$ cat config.mk
export PLATFORM = sky130hd
export DESIGN_NAME = seg_addr_gen
export DESIGN_NICKNAME = d
export VERILOG_FILES = /design/src/rtl/seg_addr_pkg.sv /design/src/rtl/seg_regfile.sv /design/src/rtl/seg_addr_sum.sv /design/src/rtl/seg_bus_stage.sv /design/src/rtl/seg_addr_gen.sv
export SDC_FILE = /design/constraint.sdc
export NUM_CORES = 1
export LEC_CHECK = 0
export BUFFER_PORTS_ARGS = -buffer_cell sky130_fd_sc_hd__buf_2
export CORE_MARGIN = 2
export CORE_UTILIZATION = 50
export CTS_BUF_LIST = sky130_fd_sc_hd__clkbuf_4
export DETAILED_ROUTE_END_ITERATION = 10
export PLACE_DENSITY = 0.79
export RECOVER_POWER = 50
export SYNTH_ARGS = -nofsm -noshare
export SYNTH_HDL_FRONTEND = slang
export SYNTH_SLANG_ARGS = --single-unit
$ cat constraint.sdc
create_clock -name clk -period 4.2 [get_ports clk]
set_input_delay 1.05 -clock clk [delete_from_list [all_inputs] [get_ports clk]]
set_output_delay 1.05 -clock clk [all_outputs]
set_load 0.005 [all_outputs]
$ cat src/rtl/seg_addr_pkg.sv
package seg_addr_pkg;
  localparam int unsigned SEG_W   = 16;
  localparam int unsigned OFF_W   = 16;
  localparam int unsigned SHIFT_W = 4;
  localparam int unsigned N_SEG   = 4;
  localparam int unsigned SEL_W   = $clog2(N_SEG);
  localparam int unsigned PA_W    = SEG_W + SHIFT_W;
  localparam int unsigned EXT_W   = PA_W + SEL_W;
  localparam int unsigned STAT_LSB = 16;
  localparam int unsigned TS_W    = 2;

  typedef enum logic [SEL_W-1:0] {
    SEG_EXTRA = 2'b00,
    SEG_STACK = 2'b01,
    SEG_CODE  = 2'b10,
    SEG_DATA  = 2'b11
  } seg_id_e;
endpackage

$ cat src/rtl/seg_regfile.sv
module seg_regfile #(
  parameter int unsigned SEG_W = seg_addr_pkg::SEG_W,
  parameter int unsigned N_SEG = seg_addr_pkg::N_SEG,
  localparam int unsigned SEL_W = $clog2(N_SEG)
) (
  input  logic             clk,
  input  logic             rst,
  input  logic             wr_en,
  input  logic [SEL_W-1:0] wr_sel,
  input  logic [SEG_W-1:0] wr_data,
  input  logic [SEL_W-1:0] rd_sel,
  output logic [SEG_W-1:0] rd_data
);
  logic [SEG_W-1:0] bank [N_SEG];

  // One register per segment; a write lands at the edge, so a
  // read in the same cycle still returns the previous contents.
  for (genvar i = 0; i < N_SEG; i++) begin : g_seg
    always_ff @(posedge clk) begin
      if (rst) begin
        bank[i] <= '0;
      end else if (wr_en && (wr_sel == SEL_W'(i))) begin
        bank[i] <= wr_data;
      end
    end
  end

  assign rd_data = bank[rd_sel];
endmodule

$ cat src/rtl/seg_addr_sum.sv
module seg_addr_sum #(
  parameter int unsigned SEG_W   = seg_addr_pkg::SEG_W,
  parameter int unsigned OFF_W   = seg_addr_pkg::OFF_W,
  parameter int unsigned SHIFT_W = seg_addr_pkg::SHIFT_W,
  localparam int unsigned PA_W   = SEG_W + SHIFT_W
) (
  input  logic [SEG_W-1:0] base,
  input  logic [OFF_W-1:0] off,
  output logic [PA_W-1:0]  sum
);
  logic [PA_W-1:0] base_scaled;
  logic [PA_W-1:0] off_ext;

  assign base_scaled = {base, {SHIFT_W{1'b0}}};

  if (OFF_W >= PA_W) begin : g_off_trunc
    assign off_ext = off[PA_W-1:0];
  end else begin : g_off_zext
    assign off_ext = {{(PA_W-OFF_W){1'b0}}, off};
  end

  // Carry out of the top bit is dropped: the space wraps.
  assign sum = base_scaled + off_ext;
endmodule

$ cat src/rtl/seg_bus_stage.sv
module seg_bus_stage #(
  parameter int unsigned PA_W     = seg_addr_pkg::PA_W,
  parameter int unsigned SEL_W    = seg_addr_pkg::SEL_W,
  parameter int unsigned STAT_LSB = seg_addr_pkg::STAT_LSB,
  parameter int unsigned TS_W     = seg_addr_pkg::TS_W,
  localparam int unsigned EXT_W   = PA_W + SEL_W
) (
  input  logic             clk,
  input  logic             rst,
  input  logic [TS_W-1:0]  tstate,
  input  logic [SEL_W-1:0] sel,
  input  logic [PA_W-1:0]  sum,
  input  logic             ext_en,
  output logic [PA_W-1:0]  phys_addr,
  output logic [SEL_W-1:0] seg_status,
  output logic [PA_W-1:0]  bus_ad,
  output logic [EXT_W-1:0] ext_addr
);
  logic            first_state;
  logic [PA_W-1:0] status_word;

  assign first_state = (tstate == '0);

  // Status lanes overwrite their address bits; all others pass.
  for (genvar b = 0; b < PA_W; b++) begin : g_lane
    if (b >= STAT_LSB && b < STAT_LSB + SEL_W) begin : g_stat
      assign status_word[b] = seg_status[b-STAT_LSB];
    end else begin : g_addr
      assign status_word[b] = phys_addr[b];
    end
  end

  always_ff @(posedge clk) begin
    if (rst) begin
      phys_addr  <= '0;
      seg_status <= '0;
      bus_ad     <= '0;
      ext_addr   <= '0;
    end else if (first_state) begin
      phys_addr  <= sum;
      seg_status <= sel;
      bus_ad     <= sum;
      ext_addr   <= ext_en ? {sel, sum} : {{SEL_W{1'b0}}, sum};
    end else begin
      bus_ad     <= status_word;
    end
  end
endmodule

$ cat src/rtl/seg_addr_gen.sv
module seg_addr_gen
  import seg_addr_pkg::*;
(
  input  logic              clk,
  input  logic              rst,
  input  logic              wr_en,
  input  logic [SEL_W-1:0]  wr_sel,
  input  logic [SEG_W-1:0]  wr_data,
  input  logic [TS_W-1:0]   bus_tstate,
  input  logic [SEL_W-1:0]  seg_sel,
  input  logic [OFF_W-1:0]  offset,
  input  logic              ext_en,
  output logic [PA_W-1:0]   phys_addr,
  output logic [SEL_W-1:0]  seg_status,
  output logic [PA_W-1:0]   bus_ad,
  output logic [EXT_W-1:0]  ext_addr
);
  logic [SEG_W-1:0] base;
  logic [PA_W-1:0]  sum;

  seg_regfile #(.SEG_W(SEG_W), .N_SEG(N_SEG)) u_regs (
    .clk     (clk),
    .rst     (rst),
    .wr_en   (wr_en),
    .wr_sel  (wr_sel),
    .wr_data (wr_data),
    .rd_sel  (seg_sel),
    .rd_data (base)
  );

  seg_addr_sum #(.SEG_W(SEG_W), .OFF_W(OFF_W), .SHIFT_W(SHIFT_W)) u_sum (
    .base (base),
    .off  (offset),
    .sum  (sum)
  );

  seg_bus_stage #(.PA_W(PA_W), .SEL_W(SEL_W), .STAT_LSB(STAT_LSB), .TS_W(TS_W)) u_bus (
    .clk        (clk),
    .rst        (rst),
    .tstate     (bus_tstate),
    .sel        (seg_sel),
    .sum        (sum),
    .ext_en     (ext_en),
    .phys_addr  (phys_addr),
    .seg_status (seg_status),
    .bus_ad     (bus_ad),
    .ext_addr   (ext_addr)
  );
endmodule

==> key figures <==
Setup path
  – Crit path arrival time: 3.67 ns
  – CP Launch Type: input pin
  – Worst Path Class, Setup: in2reg
  – Crit-path max cell delay: 0.56 ns
  – Critical Path Fanout Max: 14
  – CP Capture Type: register
  – CP max-delay cell: mux4_2
  – CP Data Required Time: 4.53 ns
  – Worst-path cell chain: buf_2 > mux4_2 > ha_1 > and2_1 > nand3_1 > a211oi_1 > o211ai_1 > o311ai_0

Layout
  – Nets: 542
  – Fillcell total: 879
  – Share of layout cells above drive strength 1: 0.2114
  – Ant. Diodes: 0
  – Area of the multi-input gates: 0.001867 mm2
  – Register area: 0.002803 mm2
  – Fin cells: 625
  – Area growth syn-to-layout: 11.55%

STA
  – Fmax: 0.2996 GHz
  – Unrepaired setup endpoints after global routing: no
  – Final hold viol count: 0
  – Final min period: 3.338 ns
  – Final period util: 0.7947
  – Final Setup Violations: 0
  – Tightest Pin Transition: 1.477 ns
  – Clk_skew: 0.01857 ns
  – TNS Setup: 0 ns
  – Slew HR: 0.01505
  – Slew Limit Fails: 0

CTS
  – Cts hold-fix bufs: 0
  – Clk slew on worst S/H paths: 0.16 ns
  – Worst-Skew Late Latency: 0.45 ns
  – Post-CTS sizing: 0
  – Buffer levels on the longest clock path: 2
  – Root Buffer: clkbuf_4
  – Post-CTS Setup Inserts: 0
  – CTS Buf Count: 9
  – CTS H-tree lvls: 3
  – Sinks on Clock Net: 108
  – CTS tree: yes

Min path
  – Worst Hold Class: reg2reg

Die
  – Rows: 36
  – Die H: 103.2 um
  – Initial Utilization: 0.5103
  – Total core area: 0.009639 mm2
  – Die Footprint: 0.01065 mm2
  – Io pins: 106
  – Die W: 103.2 um

Pwr
  – Pwr dens: 378.5 mW/mm2
  – LEAKAGE: 2.121 nW
  – Peak VDD IR: 0.2140 mV

Drt
  – DR pass1 iterations: 4
  – # DRC: 0
  – Final wirelength: 10160 um
  – DR iter-0 viols: 101
  – WL per Instance: 16.26 um
  – Post-DR vias/cell: 5.355
  – Vias: 3347
  – Routed Antenna Nets: 0

Synth
  – Mapped Area: 0.004918 mm2
  – Post-synthesis register bit count: 108
  – Post-synthesis async set-or-reset flop share: 0
  – Top FF cell, synth: edfxtp_1
  – Cells after Synth: 408
  – Synth warn: 0
  – Post-synthesis sequential area ratio: 0.5698
  – Post-synth EDFFs: 64
  – Mapped Nets: 463
  – Post-synthesis cell type count: 49
  – Mapped Avg Cell Area: 12.06 um2

Flow run
  – Number of max-cap violations: 0

Global route
  – Remaining Overflow, GRT: 0
  – Vias in the first global route: 3301
  – Largest net degree at the start of global routing: 30
  – Initial antenna violation count: 0
  – First-pass GRT wire length: 15970 um
  – GRT Util Overall: 0.1994

Placed design
  – Final GP Congestion: 0.8965
  – Port-buffer cells: 105
  – Placed Cells: 609
  – DP Wirelength: 7195 um

Run status
  – Status: finished, final reports clean
[synthesized netlist by cell type (2+ instances only)]
cell type  instances  area (um2)
dfxtp_1           44       880.8
a31o_2             3       26.28
xnor2_1            6       52.55
nand3_1           11       55.05
o211ai_1           4       30.03
nand2_1           31       116.4
a211oi_1           6       45.04
a21o_1             2       15.01
nand3b_1           2       15.01
a21bo_2            2       20.02
mux4_2            12       270.3
o21a_1             3       22.52
clkbuf_1          12       45.04
and2_1            66       412.9
ha_1              12       150.1
o21ai_0            7       35.03
or3_1              2       12.51
a21oi_1           28       140.1
nor2_1            13       48.80
edfxtp_1          64        1922
buf_1              2       7.510
buf_4             20       150.1
nand4_1            3       18.77
mux2i_1            3       30.03
buf_2              4       20.02
o311ai_0           2       17.52
nand2b_1           5       31.28
inv_1              9       33.78
mux4_1             3       78.83
nor3_1             8       40.04
[cell type report]
class | instances | share of cell area
multi-input cells | 251 | 0.3403
well taps | 133 | 0.03033
inverters | 10 | 0.006842
clock buffers | 9 | 0.01231
clock inverters | 7 | 0.01072
flip-flops and latches | 108 | 0.5108
repair buffers | 107 | 0.08871
[worst max-delay path: cells and delay by family]
kind / cells / cell delay, ns
adders and majority gates: 1 / 0.38
and+or+nand+nor: 2 / 0.34
AOI/OAI and AO/OA: 3 / 0.95
buffers and inverters: 1 / 0.38
muxes: 1 / 0.56
[per-layer routing]
metal | global-route usage | wire (um)
met3 | 0.03831 | 760
met5 | 0 | 0
met2 | 0.3407 | 4921
met4 | 0.07186 | 159
met1 | 0.2549 | 4320
[path summary, 6_finish.rpt]
check / from / to / slack (ns) / depth (start not counted)
max: seg_sel[0] / u_bus.ext_addr[15]$_SDFFE_PP0P_ / 0.86 / 8
min: u_bus.ext_addr[21]$_SDFFE_PP0P_ / u_bus.ext_addr[21]$_SDFFE_PP0P_ / 0.46 / 2
max reg2reg: u_regs.bank[3][3]$_SDFFCE_PN0P_ / u_bus.bus_ad[13]$_SDFF_PP0_ / 1.55 / 8
min reg2reg: u_bus.ext_addr[21]$_SDFFE_PP0P_ / u_bus.ext_addr[21]$_SDFFE_PP0P_ / 0.46 / 2
[layout by cell type, fill, tap and decap left out, types with 2 or more instances in the layout]
| cell type | netlist | final |
|---|---|---|
| o21a_1 | 3 | 3 |
| buf_2 | 4 | 62 |
| ha_1 | 12 | 12 |
| a21bo_2 | 2 | 2 |
| inv_6 | 0 | 2 |
| mux4_2 | 12 | 12 |
| nor3_2 | 0 | 4 |
| o211ai_1 | 4 | 4 |
| xnor2_1 | 6 | 6 |
| nand2b_1 | 5 | 5 |
| a31o_1 | 0 | 3 |
| o311ai_0 | 2 | 2 |
| nand4_1 | 3 | 3 |
| mux4_1 | 3 | 3 |
| buf_4 | 20 | 2 |
| nand3_1 | 11 | 11 |
| and2_1 | 66 | 66 |
| clkinv_4 | 0 | 3 |
| mux2i_1 | 3 | 3 |
| or3_1 | 2 | 2 |
| nor3_1 | 8 | 4 |
| nor2_1 | 13 | 12 |
| inv_1 | 9 | 9 |
| clkbuf_4 | 0 | 9 |
| clkbuf_1 | 12 | 42 |
| edfxtp_1 | 64 | 64 |
| a21oi_1 | 28 | 28 |
| nand2_1 | 31 | 31 |
| nand3b_1 | 2 | 2 |
| a211oi_1 | 6 | 6 |
| o21ai_0 | 7 | 7 |
| a21o_1 | 2 | 2 |
| dfxtp_1 | 44 | 44 |
[cell families (layout without fill, tap and decap cells)]
group,Yosys count,after routing,synth area share
AOI/OAI and AO/OA,65,65,0.08725
xor gates and xnor gates,7,7,0.01247
adders and majority gates,13,13,0.03460
buffers and inverters,49,133,0.05520
DFF,108,108,0.5698
muxes,19,19,0.07937
and+or+nand+nor,147,147,0.1613
[power by group]
part           leakage, nW  internal, W  total, W  switching [W]
sequential           0.990      0.00120   0.00123      0.0000276
clock               0.0704     0.000132  0.000482       0.000349
combinational         1.06     0.000156  0.000365       0.000209
total                 2.12      0.00149   0.00208       0.000586
[per-stage QoR]
stage               instance area [um2]  total power (W)  utilization  worst slack (ns)  hold WS [ns]
global placement                   5414         0.001613       0.5617            0.4833        0.4362
CTS                                5540         0.002095       0.5748            0.8930        0.4634
finish                             5487         0.002076       0.5692            0.8622        0.4647
detailed placement                 5414         0.001626       0.5617            0.4043        0.4439
global route                       5487         0.002181       0.5692            0.6099        0.5152
floorplan                          4918         0.001506            -            0.6575        0.4483
[state kept, by name, indices dropped and copies added (netlist names)]
signal and cells:
u_bus.bus_ad 20, u_regs.bank 64, u_bus.seg_status 2, u_bus.ext_addr 22
No activity file was read; power rests on OpenSTA's default activity.
